File: config.mk
export PLATFORM = sky130hd
export DESIGN_NAME = adc_deser_top
export DESIGN_NICKNAME = d
export VERILOG_FILES = /design/src/rtl/adc_deser_pkg.sv /design/src/rtl/adc_deser_framer.sv /design/src/rtl/adc_deser_lane.sv /design/src/rtl/adc_deser_top.sv
export SDC_FILE = /design/constraint.sdc
export NUM_CORES = 1
export LEC_CHECK = 0
export BUFFER_PORTS_ARGS = -buffer_cell sky130_fd_sc_hd__buf_2
export CORE_AREA = 2 2 164 166
export CTS_CLUSTER_DIAMETER = 30
export CTS_CLUSTER_SIZE = 25
export DETAILED_ROUTE_END_ITERATION = 10
export DIE_AREA = 0 0 166 168
export PLACE_DENSITY_LB_ADDON = 0.3
export SYNTH_ARGS = -nofsm -noshare
export SYNTH_HDL_FRONTEND = slang
export SYNTH_SLANG_ARGS = --single-unit
File: constraint.sdc
create_clock -name clk -period 3.5 [get_ports clk]
set_input_delay 0.175 -clock clk [delete_from_list [all_inputs] [get_ports clk]]
set_output_delay 0.175 -clock clk [all_outputs]
set_load 0.005 [all_outputs]
File: src/rtl/adc_deser_pkg.sv
package adc_deser_pkg;
  localparam int unsigned LANES       = 8;
  localparam int unsigned W_LONG      = 14;
  localparam int unsigned W_SHORT     = 12;
  localparam int unsigned OUT_W       = 16;
  localparam int unsigned LOCK_FRAMES = 4;
endpackage

File: src/rtl/adc_deser_framer.sv
module adc_deser_framer #(
  parameter int unsigned W_LONG      = 14,
  parameter int unsigned W_SHORT     = 12,
  parameter int unsigned LOCK_FRAMES = 4
) (
  input  logic clk,
  input  logic rst,
  input  logic frame_din,
  input  logic mode_short,
  output logic word_done,
  output logic lock_o
);
  localparam int unsigned CNT_W  = $clog2(2 * W_LONG + 1);
  localparam int unsigned GOOD_W = $clog2(LOCK_FRAMES + 1);
  localparam logic [CNT_W-1:0]  CNT_MAX = {CNT_W{1'b1}};
  localparam logic [GOOD_W-1:0] GOOD_TOP = GOOD_W'(LOCK_FRAMES);

  logic              frame_q;
  logic              seen_q;
  logic [CNT_W-1:0]  cnt_q;
  logic [GOOD_W-1:0] good_q, good_n;
  logic [CNT_W-1:0]  wlen;
  logic              rise;

  assign wlen      = mode_short ? CNT_W'(W_SHORT) : CNT_W'(W_LONG);
  assign rise      = frame_din & ~frame_q;
  assign word_done = seen_q & ~rise & (cnt_q == wlen - 1'b1);

  // spacing qualification: a marker exactly wlen cycles after the last one
  always_comb begin
    good_n = good_q;
    if (rise) begin
      if (seen_q && cnt_q == wlen)
        good_n = (good_q == GOOD_TOP) ? good_q : good_q + 1'b1;
      else
        good_n = '0;
    end else if (cnt_q == wlen) begin
      good_n = '0;
    end
  end

  always_ff @(posedge clk) begin
    if (rst) begin
      frame_q <= 1'b0;
      seen_q  <= 1'b0;
      cnt_q   <= '0;
      good_q  <= '0;
      lock_o  <= 1'b0;
    end else begin
      frame_q <= frame_din;
      if (rise) begin
        cnt_q  <= CNT_W'(1);
        seen_q <= 1'b1;
      end else if (cnt_q != CNT_MAX) begin
        cnt_q <= cnt_q + 1'b1;
      end
      good_q <= good_n;
      lock_o <= (good_n == GOOD_TOP);
    end
  end
endmodule

File: src/rtl/adc_deser_lane.sv
module adc_deser_lane #(
  parameter int unsigned W_LONG  = 14,
  parameter int unsigned W_SHORT = 12,
  parameter int unsigned OUT_W   = 16
) (
  input  logic             clk,
  input  logic             rst,
  input  logic             din,
  input  logic             capture,
  input  logic             mode_short,
  input  logic             sext_en,
  output logic [OUT_W-1:0] word_o
);
  logic [W_LONG-2:0] sr_q;
  logic [W_LONG-1:0] raw;
  logic [OUT_W-1:0]  rawx;
  logic [OUT_W-1:0]  fmt;
  logic              sgn;

  assign raw  = {sr_q, din};
  assign rawx = OUT_W'(raw);
  assign sgn  = mode_short ? raw[W_SHORT-1] : raw[W_LONG-1];

  always_comb begin
    for (int b = 0; b < int'(OUT_W); b++) begin
      if (b < (mode_short ? int'(W_SHORT) : int'(W_LONG)))
        fmt[b] = rawx[b];
      else
        fmt[b] = sext_en & sgn;
    end
  end

  always_ff @(posedge clk) begin
    if (rst) begin
      sr_q   <= '0;
      word_o <= '0;
    end else begin
      sr_q <= {sr_q[W_LONG-3:0], din};
      if (capture)
        word_o <= fmt;
    end
  end
endmodule

File: src/rtl/adc_deser_top.sv
module adc_deser_top
  import adc_deser_pkg::*;
#(
  parameter int unsigned N_LANES = LANES,
  parameter int unsigned WL      = W_LONG,
  parameter int unsigned WS      = W_SHORT,
  parameter int unsigned OW      = OUT_W,
  parameter int unsigned LOCK_N  = LOCK_FRAMES
) (
  input  logic                  clk,
  input  logic                  rst,
  input  logic [N_LANES-1:0]    lane_din,
  input  logic                  frame_din,
  input  logic                  mode_short,
  input  logic                  sext_en,
  output logic [N_LANES*OW-1:0] sample_o,
  output logic                  valid_o,
  output logic                  lock_o
);
  logic                          word_done;
  logic [N_LANES-1:0][OW-1:0]    words;

  adc_deser_framer #(
    .W_LONG(WL), .W_SHORT(WS), .LOCK_FRAMES(LOCK_N)
  ) framer_i (
    .clk(clk), .rst(rst), .frame_din(frame_din), .mode_short(mode_short),
    .word_done(word_done), .lock_o(lock_o)
  );

  for (genvar l = 0; l < int'(N_LANES); l++) begin : g_lane
    adc_deser_lane #(
      .W_LONG(WL), .W_SHORT(WS), .OUT_W(OW)
    ) lane_i (
      .clk(clk), .rst(rst), .din(lane_din[l]), .capture(word_done),
      .mode_short(mode_short), .sext_en(sext_en), .word_o(words[l])
    );
  end

  assign sample_o = words;

  always_ff @(posedge clk) begin
    if (rst) valid_o <= 1'b0;
    else     valid_o <= word_done;
  end
endmodule

# Word-level counts from Yosys, hierarchy flattened

Index checks and enable logic that the tools add are counted.

Bits in registers: 244
Latch bits: 0
Bits in writable memories: 0
ROM bits: 0
Input bits: 13
Output and inout bits: 130
Logic and storage cells: 207
Memories kept: 0

$add $sub $neg: 3
$mul: 0
Div/mod/pow operators: 0
Order comparisons: 16
Eq/ne operators: 5
Shift-type cells: 0
Mux-type cells: 144
Bitwise logic cells: 13
Reductions and logical operators: 3

Operators with widths:

| cell                | number |
|---|---|
| $lt 5x32->1 const A | 6 |
| $mux 1              | 138 |
| $lt 4x32->1 const A | 4 |
| $lt 1x32->1 const A | 1 |
| $lt 2x32->1 const A | 1 |
| $lt 3x32->1 const A | 1 |
| $mux 3              | 4 |
| $and 1x1->1         | 11 |
| $lt 4x4->1 const A  | 2 |
| $eq 3x3->1 const B  | 2 |
| $add 5x1->5 const B | 1 |
| $eq 5x4->1          | 1 |
| $eq 5x5->1          | 1 |
| $ne 5x5->1 const B  | 1 |
| $sub 5x1->5 const B | 1 |
| $lt 2x4->1 const A  | 1 |
| $mux 2              | 2 |
| $add 3x1->3 const B | 1 |
| $not 1->1           | 2 |
| $reduce_bool 2->1   | 1 |
| $reduce_or 2->1     | 1 |
| $logic_and 1x1->1   | 1 |

# Logic depth before layout (Yosys ltp)

Depth after elaboration: 6
Mapped depth: 7

# Modules after synthesis

Synthesis repeated with hierarchy kept, for this count alone.

Cell total of the unflattened synthesis: 712
Area total of the unflattened synthesis: 8050.2 um^2

By module, submodules not included:

| module           | times used | cells an instance | area each (um^2) |
|---|---|---|---|
| adc_deser_lane   | 8          | 81                | 929.6 |
| adc_deser_framer | 1          | 62                | 579.3 |
| adc_deser_top    | 1          | 2                 | 33.8 |

# Worst setup path after synthesis

No wires, ideal clock.

Path kind: register -> register
Start: register framer_i.cnt_q[2]
End: register g_lane[1].lane_i.word_o[5]
Library setup time: 0.132 ns
Arrival: 1.499 ns
Required time: 3.368 ns
Setup slack: 1.869 ns
Cell stages (with the launch flop): 7
Path buffers: 2
Cells stage by stage: dfxtp_1 or3b_1 a211o_1 clkbuf_1 buf_2 nand2_1 a21oi_1

Word-level cells in the longest chain between the ends: 2

Ends and longest elaborated chain:

| what                     | line                   | RTL |
|---|---|---|
| start: declaration       | adc_deser_framer.sv:20 | `logic [CNT_W-1:0] cnt_q;` |
| start signal: assignment | adc_deser_framer.sv:55 | `cnt_q <= cnt_q + 1'b1;` |
| $eq 5x5->1               | adc_deser_framer.sv:27 | `assign word_done = seen_q & ~rise & (cnt_q == wlen - 1'b1);` |
| $and 1x1->1              | adc_deser_framer.sv:27 |  |
| end signal: assignment   | adc_deser_lane.sv:40   | `word_o <= fmt;` |
| end: declaration         | adc_deser_lane.sv:12   | `output logic [OUT_W-1:0] word_o` |

No other way between the ends.
A chain may end at the register's enable or synchronous reset.

# Worst setup path after layout

Start: register framer_i.frame_q
End: register g_lane[2].lane_i.word_o[0]

Word-level cells in the longest chain between the ends: 5

Ends and longest elaborated chain:

| what                     | line                   | RTL |
|---|---|---|
| start: declaration       | adc_deser_framer.sv:18 | `logic frame_q;` |
| start signal: assignment | adc_deser_framer.sv:50 | `frame_q <= frame_din;` |
| $not 1->1                | adc_deser_framer.sv:26 | `assign rise = frame_din & ~frame_q;` |
| $and 1x1->1              | adc_deser_framer.sv:26 |  |
| $not 1->1                | adc_deser_framer.sv:27 |  |
| $and 1x1->1 (2 in a row) | adc_deser_framer.sv:27 |  |
| end signal: assignment   | adc_deser_lane.sv:40   |  |
| end: declaration         | adc_deser_lane.sv:12   |  |

No other way between the ends.

==> results list <==
* Worst-skew pair later-pin latency: about 0.53 ns
* Reg2reg path depth: 5
- In this run, CTS created clock tree buffers numbering 53.
- In this run, the number of DRC markers left after iteration 0 of detailed routing was 287.
* Sink Count: about 240
- The die is 168 um tall.
* Summed negative setup slack over all endpoints: 0 ns
* Pins over their slew limit: 0
* Cell depth of the worst hold path: 3
* Root buffer selected by CTS: sky130_fd_sc_hd__clkbuf_16
- The routed layout has 5900 vias.
- Port bufs: around 140
* End point of the most critical hold path: g_lane[6].lane_i.word_o[14]$_SDFFE_PP0P_
- Vias/cell: 4.341
- Routability-driven placement finished with a final weighted congestion of roughly 0.73.
* Run status: finished clean
- Unrepaired setup endpoints after global routing: no
* Ratio of total power to cell area: around 760 nW/um2
- For this design the top-level I/O count stands at approximately 140.
- Between clock sinks in the finished design, the worst skew comes to ~0.011 ns.
* Total overflow reported by the global router: 0
- The total count of hold-check failures in the final report was 0.
* Worst hold path type: input port to register
- Worst hold start: sext_en
- Via count of the first global-routing pass: ~5800
- Overall track demand over capacity in global routing: 0.1259
- Setup violations remaining at the end of the flow were counted as 0.
* Buffer count from post-CTS setup fixing: 0
* Number of synthesized flops with an enable pin: 0
* CORE AREA: 26350 um2
- At the pin with the least slew margin, the transition time is around 1.1 ns.
- Number of antenna cells inserted: 0
- X dimension of the die: 166 um
* Static leakage: 4.379 nW
* Layout net count: 990
* Dominant cell by count in the synthesized netlist: sky130_fd_sc_hd__dfxtp_1
- Clk buf depth: 3
- Worst IR Drop VDD: a little under 0.6 mV
* Startpoint of the lowest-slack register-to-register path: framer_i.frame_q$_SDFF_PP0_
- Dividing the final minimum period by the clock period gives 0.7368.
- Share of layout cells above drive strength 1: 0.2505
* First-pass GRT wire length: between 20000 and 30000 um
- The Yosys step of the flow raised 0 warnings.
* Capturing element type of the critical path: register
- In the final routed layout, each cell accounts on average for 12.94 um.
- Post-Syn Instances: roughly 830
- The synthesized design contains between 200 and 250 register bits.
- Synthesis produced a netlist with a net count of approximately 850.
* Cell row count: 60
- After synthesis, the share of flip-flops with an asynchronous set or reset is 0.
- Die area: 27890 um2
- Synth Flop Type: sky130_fd_sc_hd__dfxtp_1
- The pre-antenna-repair detailed-routing pass consisted of 4 iterations.
- Ranked by instance count, the synthesized netlist is headed by 236 x sky130_fd_sc_hd__dfxtp_1, 202 x sky130_fd_sc_hd__nand2_1, 107 x sky130_fd_sc_hd__nor2b_1.
- Reg2reg setup slack: roughly 0.92 ns
* Post-Route Utilization: 0.4064
- After legalization and detailed placement, the total HPWL measured around 9700 um.
* Synthesized area per cell: approximately 9.4 um2
- After clock tree synthesis, the clock-pin slew on the worst setup and hold paths is about 0.050 ns.
* Count of antenna-violating nets left after detailed routing: 0
* Category of the most critical setup path: register to register
- Entering global routing, the biggest net connects about 120 pins.
* Required time at the endpoint of the critical path: between 3 and 4 ns
- Cell types with the largest area share after synthesis: sky130_fd_sc_hd__dfxtp_1 61%, sky130_fd_sc_hd__nand2_1 9.8%, sky130_fd_sc_hd__nor2b_1 8.6%, sky130_fd_sc_hd__a21oi_1 6.8%, sky130_fd_sc_hd__buf_4 1.8%
- Area share of the largest cell type after synthesis: 0.6079
- The largest total area in the synthesized netlist belongs to sky130_fd_sc_hd__dfxtp_1.
- The worst setup path is launched from a register.
- Max-cap violations in this run came to 0.
- After synthesis, the netlist uses 32 different library cells.
* Count of unresolved DRC violations after routing: 0
- The number of antenna violations at the first check in global routing is 0.
- The H-tree generated during clock tree synthesis spans 2 levels.
* Initial Utilization: 0.2950
* Data arrival time of the worst path: approximately 3.0 ns
- Summing internal, switching and leakage power gives about 8.1 mW.
* Synth-to-Final Area Change: 37.78%
- Min Tclk post-route: roughly 2.6 ns
* CTS tree: built
- In this run the worst path has a maximum fanout of 94.
- Headroom to the max-slew limit: 0.2872
- Highest clock rate: 387.8 MHz
- Sequential fraction of the synthesis area: 0.6079
- Worst reg2reg endpoint: g_lane[2].lane_i.word_o[0]$_SDFFE_PP0P_
* Area of the mapped netlist: ~7800 um2
- Total Routed Length: ~18000 um
-- area by class of cell --
type | instances | area (um2)
fill | 2621 | 15640
sequential | 236 | 4725
multi-input combinational | 522 | 2714
clock buffer | 61 | 1429
timing repair buffer | 156 | 882.1
clock inverter | 39 | 518.0
tap | 341 | 426.7
inverter | 4 | 15.01
-- metrics by stage --
| stage | setup WS [ns] | hold WS (ns) | area, um2 | cells |
|---|---|---|---|---|
| after global placement | 0.9201 | 0.3998 | 8672 | 1250 |
| after CTS | 0.8602 | 0.02296 | 10710 | 1359 |
| after global routing | 0.5825 | 0.05325 | 10710 | 1359 |
| after detailed placement | 0.8718 | 0.4071 | 8672 | 1250 |
| after floorplan | 1.869 | 0.3032 | 7772 | 828 |
| final | 0.9214 | 0.06319 | 10710 | 1359 |
-- layer usage --
layer / vias up / GRT usage / part of all wire / routed length (um)
met3: 35 / 0.04913 / 0.073 / 1288
met4: 0 / 0.04991 / 0.021 / 370
met1: 2724 / 0.1538 / 0.46 / 8046
met5: - / 0 / 0 / 0
li1: 3011 / - / - / -
met2: 130 / 0.1999 / 0.45 / 7874
-- flip-flops by register name, indices dropped and copies added, names as in the netlist --
register / cells
framer_i.seen_q: 1
framer_i.frame_q: 1
g_lane.lane_i.word_o: 120
framer_i.good_q: 3
framer_i.cnt_q: 5
valid_o: 1
framer_i.lock_o: 1
g_lane.lane_i.sr_q: 104
-- worst max path at each step --
stage                                         from                                 endpoint  slack (ns)  cells past startpoint
finish                 framer_i.frame_q$_SDFF_PP0_  g_lane[2].lane_i.word_o[0]$_SDFFE_PP0P_        0.92                      5
global route           framer_i.frame_q$_SDFF_PP0_  g_lane[1].lane_i.word_o[2]$_SDFFE_PP0P_        0.58                      5
CTS                    framer_i.frame_q$_SDFF_PP0_  g_lane[2].lane_i.word_o[0]$_SDFFE_PP0P_        0.86                      5
detailed placement                       frame_din  g_lane[1].lane_i.word_o[0]$_SDFFE_PP0P_        0.87                      6
global placement                         frame_din  g_lane[2].lane_i.word_o[0]$_SDFFE_PP0P_        0.92                      6
floorplan           framer_i.cnt_q[2]$_SDFFE_PP0P_  g_lane[1].lane_i.word_o[5]$_SDFFE_PP0P_        1.87                      6
-- layout by cell type (no fill, tap or decap), types with 4 or more instances in the layout --
cell type                       synthesis  layout
sky130_fd_sc_hd__dfxtp_1              236     236
sky130_fd_sc_hd__nand2_1              202     202
sky130_fd_sc_hd__buf_2                 13     141
sky130_fd_sc_hd__nor2b_1              107     107
sky130_fd_sc_hd__a21oi_1              106     106
sky130_fd_sc_hd__clkbuf_16              0      55
sky130_fd_sc_hd__nor2_1                23      23
sky130_fd_sc_hd__nor3_1                21      21
sky130_fd_sc_hd__a221oi_1              16      16
sky130_fd_sc_hd__clkinv_2               0      13
sky130_fd_sc_hd__bufinv_16              0      11
sky130_fd_sc_hd__mux2_2                 9       9
sky130_fd_sc_hd__dlygate4sd3_1          0       9
sky130_fd_sc_hd__nand3_1                8       8
sky130_fd_sc_hd__clkinvlp_4             0       7
sky130_fd_sc_hd__inv_6                  0       5
sky130_fd_sc_hd__inv_1                  4       4
sky130_fd_sc_hd__ha_1                   4       4
-- timing repair --
item                                   in CTS  in global routing
hold buffers                                9                  0
resized for setup                           0                  0
endpoints found under the hold margin      17                  0
-- power by group --
group | leakage, nW | internal [mW] | switching (mW) | total [mW]
Combinational | 1.53 | 0.0328 | 0.0689 | 0.102
Sequential | 1.91 | 2.71 | 0.0103 | 2.72
Clock | 0.945 | 3.73 | 1.57 | 5.30
Total | 4.38 | 6.48 | 1.65 | 8.13
-- worst max-delay path, cell delays in order (launching register included) --
cell                      delay [ns]
sky130_fd_sc_hd__dfxtp_1        0.29
sky130_fd_sc_hd__nor2b_1        0.69
sky130_fd_sc_hd__a211o_4        0.90
sky130_fd_sc_hd__buf_4          0.37
sky130_fd_sc_hd__nand2_1        0.07
sky130_fd_sc_hd__a21oi_1        0.15
-- cell families after synthesis --
kind of cell / share of synthesized area
simple gates: 0.2263
flops: 0.6079
compound gates: 0.09305
buf+inv: 0.04507
mux: 0.01562
xor+xnor: 0.005635
fa+ha+maj: 0.006439
Power figures use the tool's default switching activity.
